[src/rtl/fm_pkg.sv]
package fm_pkg;
  localparam int CNT_W     = 16;
  localparam int DUR_W     = 16;
  localparam int SEL_W     = 6;
  localparam int BUSY_BIT  = 31;
  localparam int SEL_LSB   = 20;
  localparam int MUXEN_BIT = 19;
  localparam int MEAS_BIT  = 16;

  typedef struct packed {
    logic [SEL_W-1:0] sel;
    logic             muxEn;
    logic             measure;
    logic [DUR_W-1:0] dur;
  } fm_ctrl_t;

  // strobes from control to datapath
  typedef struct packed {
    logic clearCnt;
    logic countEn;
  } fm_strobe_t;

  typedef enum logic {ST_IDLE, ST_GATE} fm_state_t;
endpackage

[src/rtl/fm_tick_gen.sv]
module fm_tick_gen #(
  parameter int DIV = 8
) (
  input  logic refClk,
  input  logic rstN,
  input  logic restart,
  output logic tick
);
  localparam int CW = (DIV > 1) ? $clog2(DIV) : 1;
  localparam logic [CW-1:0] LAST = CW'(DIV - 1);

  logic [CW-1:0] divCnt;

  assign tick = (divCnt == LAST);

  always_ff @(posedge refClk or negedge rstN) begin
    if (!rstN)        divCnt <= '0;
    else if (restart) divCnt <= '0;
    else if (tick)    divCnt <= '0;
    else              divCnt <= divCnt + 1'b1;
  end
endmodule

[src/rtl/fm_ctrl.sv]
module fm_ctrl
  import fm_pkg::*;
#(
  parameter int REF_PER_US = 8
) (
  input  logic             refClk,
  input  logic             rstN,
  input  logic             ctrlWr,
  input  logic [31:0]      wdata,
  output fm_ctrl_t         ctrlQ,
  output logic             busy,
  output logic [DUR_W-1:0] gateDur,
  output fm_strobe_t       strobe
);
  fm_ctrl_t         wrCtrl;
  fm_state_t        state;
  logic [DUR_W-1:0] winCnt;
  logic             tick;
  logic             startHit;
  logic             abortHit;
  logic             unusedWdata;

  assign wrCtrl.sel     = wdata[SEL_LSB +: SEL_W];
  assign wrCtrl.muxEn   = wdata[MUXEN_BIT];
  assign wrCtrl.measure = wdata[MEAS_BIT];
  assign wrCtrl.dur     = wdata[DUR_W-1:0];
  assign unusedWdata    = ^{wdata[31:26], wdata[18:17]};

  assign startHit = ctrlWr && wrCtrl.measure && wrCtrl.muxEn && !ctrlQ.measure;
  assign abortHit = ctrlWr && (state == ST_GATE) && !(wrCtrl.measure && wrCtrl.muxEn);

  fm_tick_gen #(.DIV(REF_PER_US)) uTick (
    .refClk (refClk),
    .rstN   (rstN),
    .restart(startHit),
    .tick   (tick)
  );

  always_ff @(posedge refClk or negedge rstN) begin
    if (!rstN)       ctrlQ <= '0;
    else if (ctrlWr) ctrlQ <= wrCtrl;
  end

  always_ff @(posedge refClk or negedge rstN) begin
    if (!rstN) begin
      state   <= ST_IDLE;
      winCnt  <= '0;
      gateDur <= '0;
    end else begin
      case (state)
        ST_IDLE: begin
          if (startHit) begin
            state   <= ST_GATE;
            winCnt  <= '0;
            gateDur <= wrCtrl.dur;
          end
        end
        ST_GATE: begin
          if (abortHit) begin
            state <= ST_IDLE;
          end else if (tick) begin
            if (winCnt == gateDur) state  <= ST_IDLE;
            else                   winCnt <= winCnt + 1'b1;
          end
        end
        default: state <= ST_IDLE;
      endcase
    end
  end

  assign busy            = (state == ST_GATE);
  assign strobe.clearCnt = startHit;
  assign strobe.countEn  = busy;
endmodule

[src/rtl/fm_edge_sync.sv]
module fm_edge_sync (
  input  logic refClk,
  input  logic rstN,
  input  logic din,
  output logic rise
);
  logic meta, syncQ, prevQ;

  always_ff @(posedge refClk or negedge rstN) begin
    if (!rstN) begin
      meta  <= 1'b0;
      syncQ <= 1'b0;
      prevQ <= 1'b0;
    end else begin
      meta  <= din;
      syncQ <= meta;
      prevQ <= syncQ;
    end
  end

  assign rise = syncQ && !prevQ;
endmodule

[src/rtl/fm_datapath.sv]
module fm_datapath
  import fm_pkg::*;
#(
  parameter int NUM_CLKS = 64
) (
  input  logic                refClk,
  input  logic                rstN,
  input  logic [NUM_CLKS-1:0] clkBank,
  input  logic [SEL_W-1:0]    sel,
  input  logic                muxEn,
  input  fm_strobe_t          strobe,
  output logic [CNT_W-1:0]    resultQ
);
  localparam int IDX_W = (NUM_CLKS > 1) ? $clog2(NUM_CLKS) : 1;
  localparam logic [CNT_W-1:0] CNT_MAX = '1;

  logic [IDX_W-1:0] selIdx;
  logic             selValid;
  logic             srcBit;
  logic             rise;

  assign selIdx   = sel[IDX_W-1:0];
  assign selValid = (int'(sel) < NUM_CLKS);
  assign srcBit   = muxEn && selValid && clkBank[selIdx];

  fm_edge_sync uSync (
    .refClk(refClk),
    .rstN  (rstN),
    .din   (srcBit),
    .rise  (rise)
  );

  always_ff @(posedge refClk or negedge rstN) begin
    if (!rstN)                                          resultQ <= '0;
    else if (strobe.clearCnt)                           resultQ <= '0;
    else if (strobe.countEn && rise && resultQ != CNT_MAX) resultQ <= resultQ + 1'b1;
  end
endmodule

[src/rtl/gated_freq_meter.sv]
module gated_freq_meter
  import fm_pkg::*;
#(
  parameter int NUM_CLKS   = 64,
  parameter int REF_PER_US = 8,
  parameter int ADDR_W     = 4
) (
  input  logic                refClk,
  input  logic                rstN,
  input  logic                regWr,
  input  logic [ADDR_W-1:0]   regAddr,
  input  logic [31:0]         regWdata,
  output logic [31:0]         regRdata,
  input  logic [NUM_CLKS-1:0] clkBank
);
  localparam logic [ADDR_W-1:0] CTRL_OFF = ADDR_W'(4);
  localparam logic [ADDR_W-1:0] RES_OFF  = ADDR_W'(12);

  fm_ctrl_t         ctrlQ;
  fm_strobe_t       strobe;
  logic             busy;
  logic [DUR_W-1:0] gateDur;
  logic [CNT_W-1:0] resultQ;
  logic             ctrlWr;

  assign ctrlWr = regWr && (regAddr == CTRL_OFF);

  fm_ctrl #(.REF_PER_US(REF_PER_US)) uCtrl (
    .refClk (refClk),
    .rstN   (rstN),
    .ctrlWr (ctrlWr),
    .wdata  (regWdata),
    .ctrlQ  (ctrlQ),
    .busy   (busy),
    .gateDur(gateDur),
    .strobe (strobe)
  );

  fm_datapath #(.NUM_CLKS(NUM_CLKS)) uPath (
    .refClk (refClk),
    .rstN   (rstN),
    .clkBank(clkBank),
    .sel    (ctrlQ.sel),
    .muxEn  (ctrlQ.muxEn),
    .strobe (strobe),
    .resultQ(resultQ)
  );

  always_comb begin
    regRdata = '0;
    if (regAddr == CTRL_OFF) begin
      regRdata[BUSY_BIT]              = busy;
      regRdata[SEL_LSB +: SEL_W]      = ctrlQ.sel;
      regRdata[MUXEN_BIT]             = ctrlQ.muxEn;
      regRdata[MEAS_BIT]              = ctrlQ.measure;
      regRdata[DUR_W-1:0]             = ctrlQ.dur;
    end else if (regAddr == RES_OFF) begin
      regRdata[CNT_W-1:0]             = resultQ;
    end
  end
endmodule

[config.mk]
export PLATFORM = sky130hd
export DESIGN_NAME = gated_freq_meter
export DESIGN_NICKNAME = d
export VERILOG_FILES = /design/src/rtl/fm_pkg.sv /design/src/rtl/fm_tick_gen.sv /design/src/rtl/fm_ctrl.sv /design/src/rtl/fm_edge_sync.sv /design/src/rtl/fm_datapath.sv /design/src/rtl/gated_freq_meter.sv
export SDC_FILE = /design/constraint.sdc
export NUM_CORES = 1
export LEC_CHECK = 0
export BUFFER_PORTS_ARGS = -buffer_cell sky130_fd_sc_hd__buf_2
export CAP_MARGIN = 20
export CORE_ASPECT_RATIO = 0.9
export CORE_MARGIN = 3
export CORE_UTILIZATION = 25
export DETAILED_ROUTE_END_ITERATION = 8
export PLACE_DENSITY = 0.5
export REMOVE_ABC_BUFFERS = 1
export SLEW_MARGIN = 5
export SYNTH_ARGS = -nofsm -noshare
export SYNTH_HDL_FRONTEND = slang
export SYNTH_HIERARCHICAL = 1
export SYNTH_SLANG_ARGS = --single-unit
export TNS_END_PERCENT = 10
[constraint.sdc]
create_clock -name refClk -period 1.7 [get_ports refClk]
set_input_delay 0.34 -clock refClk [delete_from_list [all_inputs] [get_ports refClk]]
set_output_delay 0.34 -clock refClk [all_outputs]
set_load 0.03 [all_outputs]
==> flow_summary.toml <==
[run_status]
status = "complete, but fails checks"
failed_checks = "negative setup slack"

[clocking]
root_buffer = "clkbuf_16"
clock-sinks = 79
htree_levels = 3
cts_buffers = 9
insertion_delay_ps = 320
cts_tree = "yes"
clk_pin_slew_worst_paths_ps = 60
clockBufferDepth = 2

[critical_path]
crit_family = "multiplexers"
critical_path_arrival_ps = 1990
critPathKind = "reg2reg"
crit_path_max_incr_delay_ps = 530
crit_top_cell = "mux4_2"
endpoint_kind = "flip-flop"
required_ps = 1910
worst-path-buf-inv = 0
rr_endpoint = "uPath/uSync/meta"
cpMaxStageDelayCell = "mux4_2"
crit_path_cell_trace = "mux4_2 -> mux4_2 -> nor2_1 -> o32ai_1"
r2r_start = "uCtrl/ctrlQ[19]"
reg2reg_slack_ps = -80
crit_fanout = 6
startpoint_type = "flip-flop"
rr_worst_depth = 4

[drt]
postRouteAntennaNets = 0
avgRoutedWirePerCell_um = 15.5
vias_per_cell = 4.62
drt_iter0_markers = 216
finalWirelength_mm = 13.4
route.detailed.drc = 0
vias = 4009
drtPass1Iterations = 4

[layout]
nets = 725
postLayoutCoreUtil = 0.355
synthToLayoutAreaGrowth_pct = 37.5
fill_cells = 1928
stdcell_count = 868
diodes = 0
drive_gt1_frac = 0.456

[floorplan]
die_w_um = 152
dieArea_um2 = 20900
row_count = 47
ios = 135
die_h_um = 137
initial_utilization = 0.258
fp.coreArea_um2 = 18600

[global_routing]
track_usage = 0.129
grtUsageMet2 = 0.208
grt.overflow.total = 0
use_met1 = 0.173
grt_antenna_before_repair = 1
grt_pass1_vias = 4186
grt_busiest_layer = "met2"
use_met3 = 0.0383
grt_max_degree = 37
grt_pass1_wl_mm = 21.6

[yosys]
yosysUniqueCellTypes = 57
yosysSeqAreaShare = 0.412
async_flop_share = 1.00
synth_edf_count = 0
syn_inst = 448
synth.cell_area_um2 = 4800
ys_warn_count = 6
syn_avg_cell_area_um2 = 10.7
synth_flop_cell = "dfrtp_1"
ys_ff_latch = 79

[sta]
finalSetupTns_ps = -573
period_needed_ps = 1780
setup_viol = 20
fmax_ghz = 0.561
hold_viol_final = 0
post-route-period-util = 1.05
rsz0062_at_grt = "yes"
skew_ps = 4.32
finalMaxSlewViolations = 0
setup_ws_ps = -83.1

[flow_run]
cap_violations = 0

[hold_path]
hold_class = "in2reg"
holdPathEnd = "uCtrl/gateDur[10]"
hold_depth = 3
hp-start = "regWdata[10]"

[pwr]
power.density_nw_per_um2 = 1090
total_power_mw = 7.16
ir_drop_mv = 0.480
power.static_leakage_nw = 2.97

[place]
dp_hpwl_mm = 10.6
port_buffers = 119
dp_cells = 840
gp_congestion = 0.820
-- worst reg2reg max path: stages, from the launching register on --
cell     delay, ps
dfrtp_2        460
mux4_2         530
mux4_2         480
nor2_1         100
o32ai_1         90
-- flip-flops by register name (all words and copies together) (netlist names), 3 cells and up --
name                flops
uPath/resultQ          16
uCtrl/uTick/divCnt      3
uCtrl/gateDur          16
uCtrl/winCnt           16
uCtrl/ctrlQ            24
-- report_power, final --
group	switching, mW	internal [mW]	leakage [nW]
clock	0.740	1.33	0.156
sequential	0.380	2.33	0.987
combinational	1.12	1.27	1.82
-- worst max path at each step --
| stage | start | endpoint | cells past startpoint |
|---|---|---|---|
| 2_1_floorplan | regAddr[1] | uCtrl/winCnt[3] | 6 |
| 3_5_place_dp | regAddr[1] | uCtrl/gateDur[6] | 8 |
| 3_3_place_gp | regAddr[1] | uCtrl/gateDur[10] | 8 |
| 4_1_cts | uCtrl/ctrlQ[19] | uPath/uSync/meta | 4 |
| 5_1_grt | uCtrl/ctrlQ[19] | uPath/uSync/meta | 6 |
| 6_report | uCtrl/ctrlQ[19] | uPath/uSync/meta | 4 |
-- kinds of logic (layout without fill, tap and decap cells) --
kind of cell,after synthesis,in the layout,synth area share
other,1,7,0.000782
adder cells (fa/ha/maj),4,4,0.0104
multiplexers,74,74,0.210
AND/OR/NAND/NOR,187,187,0.208
XOR/XNOR,27,27,0.0508
AO/OA/AOI/OAI,35,35,0.0514
flip-flops,79,79,0.412
buffers and inverters,41,210,0.0571
-- layout make-up --
type / instances / area, um^2 / area share
Tap cell: 245 / 307 / 0.0465
Multi-Input combinational cell: 334 / 2650 / 0.402
Clock inverter: 5 / 81.3 / 0.0123
Clock buffer: 11 / 243 / 0.0368
Inverter: 2 / 7.51 / 0.00114
Timing Repair Buffer: 192 / 1330 / 0.201
Sequential cell: 79 / 1980 / 0.300
-- cell usage in the layout (no fill, tap or decap), types with 4 or more instances in the layout --
| master | n |
|---|---|
| clkbuf_16 | 11 |
| or3_1 | 4 |
| buf_12 | 5 |
| conb_1 | 7 |
| o311ai_1 | 4 |
| o21ai_0 | 4 |
| xor2_1 | 10 |
| mux2_2 | 25 |
| nand3_1 | 9 |
| nand2_1 | 75 |
| and3_1 | 5 |
| xnor2_1 | 15 |
| dfrtp_1 | 76 |
| buf_2 | 98 |
| a21oi_1 | 4 |
| mux4_2 | 15 |
| nor2_1 | 35 |
| buf_4 | 77 |
| nor3_2 | 4 |
| buf_6 | 8 |
| mux2i_1 | 30 |
| and2_1 | 13 |
| o211ai_1 | 6 |
| nand4_1 | 10 |
| nor4_2 | 5 |
-- metrics by stage --
stage | setup WS, ps | hold WS (ps) | cell area (um^2)
global route | -152 | 234 | 6600
finish | -83.1 | 234 | 6600
floorplan | -912 | 44.4 | 4550
global placement | -315 | 304 | 5980
CTS | -117 | 218 | 6420
detailed placement | -395 | 304 | 5980
-- cell usage after synthesis, types with 5 or more instances --
cell	number	area share
buf_6	7	0.016
dfrtp_1	79	0.41
nand3_1	9	0.0094
mux4_1	6	0.033
o21ai_0	6	0.0063
buf_2	9	0.0094
clkbuf_1	7	0.0055
mux2_2	25	0.059
xor2_1	10	0.018
and2_1	13	0.017
a21oi_1	5	0.0052
nor2_1	36	0.028
mux4_2	11	0.052
xnor2_1	16	0.029
mux2i_1	32	0.067
nand2_1	76	0.059
and3_1	6	0.0078
o211ai_1	6	0.0094
buf_4	12	0.019
nand4_1	10	0.013
-- timing repair --
item / in CTS / in global routing
pin swaps: 13 / 15
buffers inserted: 5 / 3
hold endpoints to repair: 27 / 0
hold buffers: 1 / 0
cloned: 1 / 2
endpoints found under the setup margin: 57 / 56
resized for setup: 26 / 48
-- layer usage --
layer  vias to the layer above  part of all wire
met3                        12             0.072
met4                         2            0.0090
li1                       1926                 -
met2                       158              0.46
met1                      1911              0.46
met5                         -           0.00052
No activity file was read; power rests on OpenSTA's default activity.
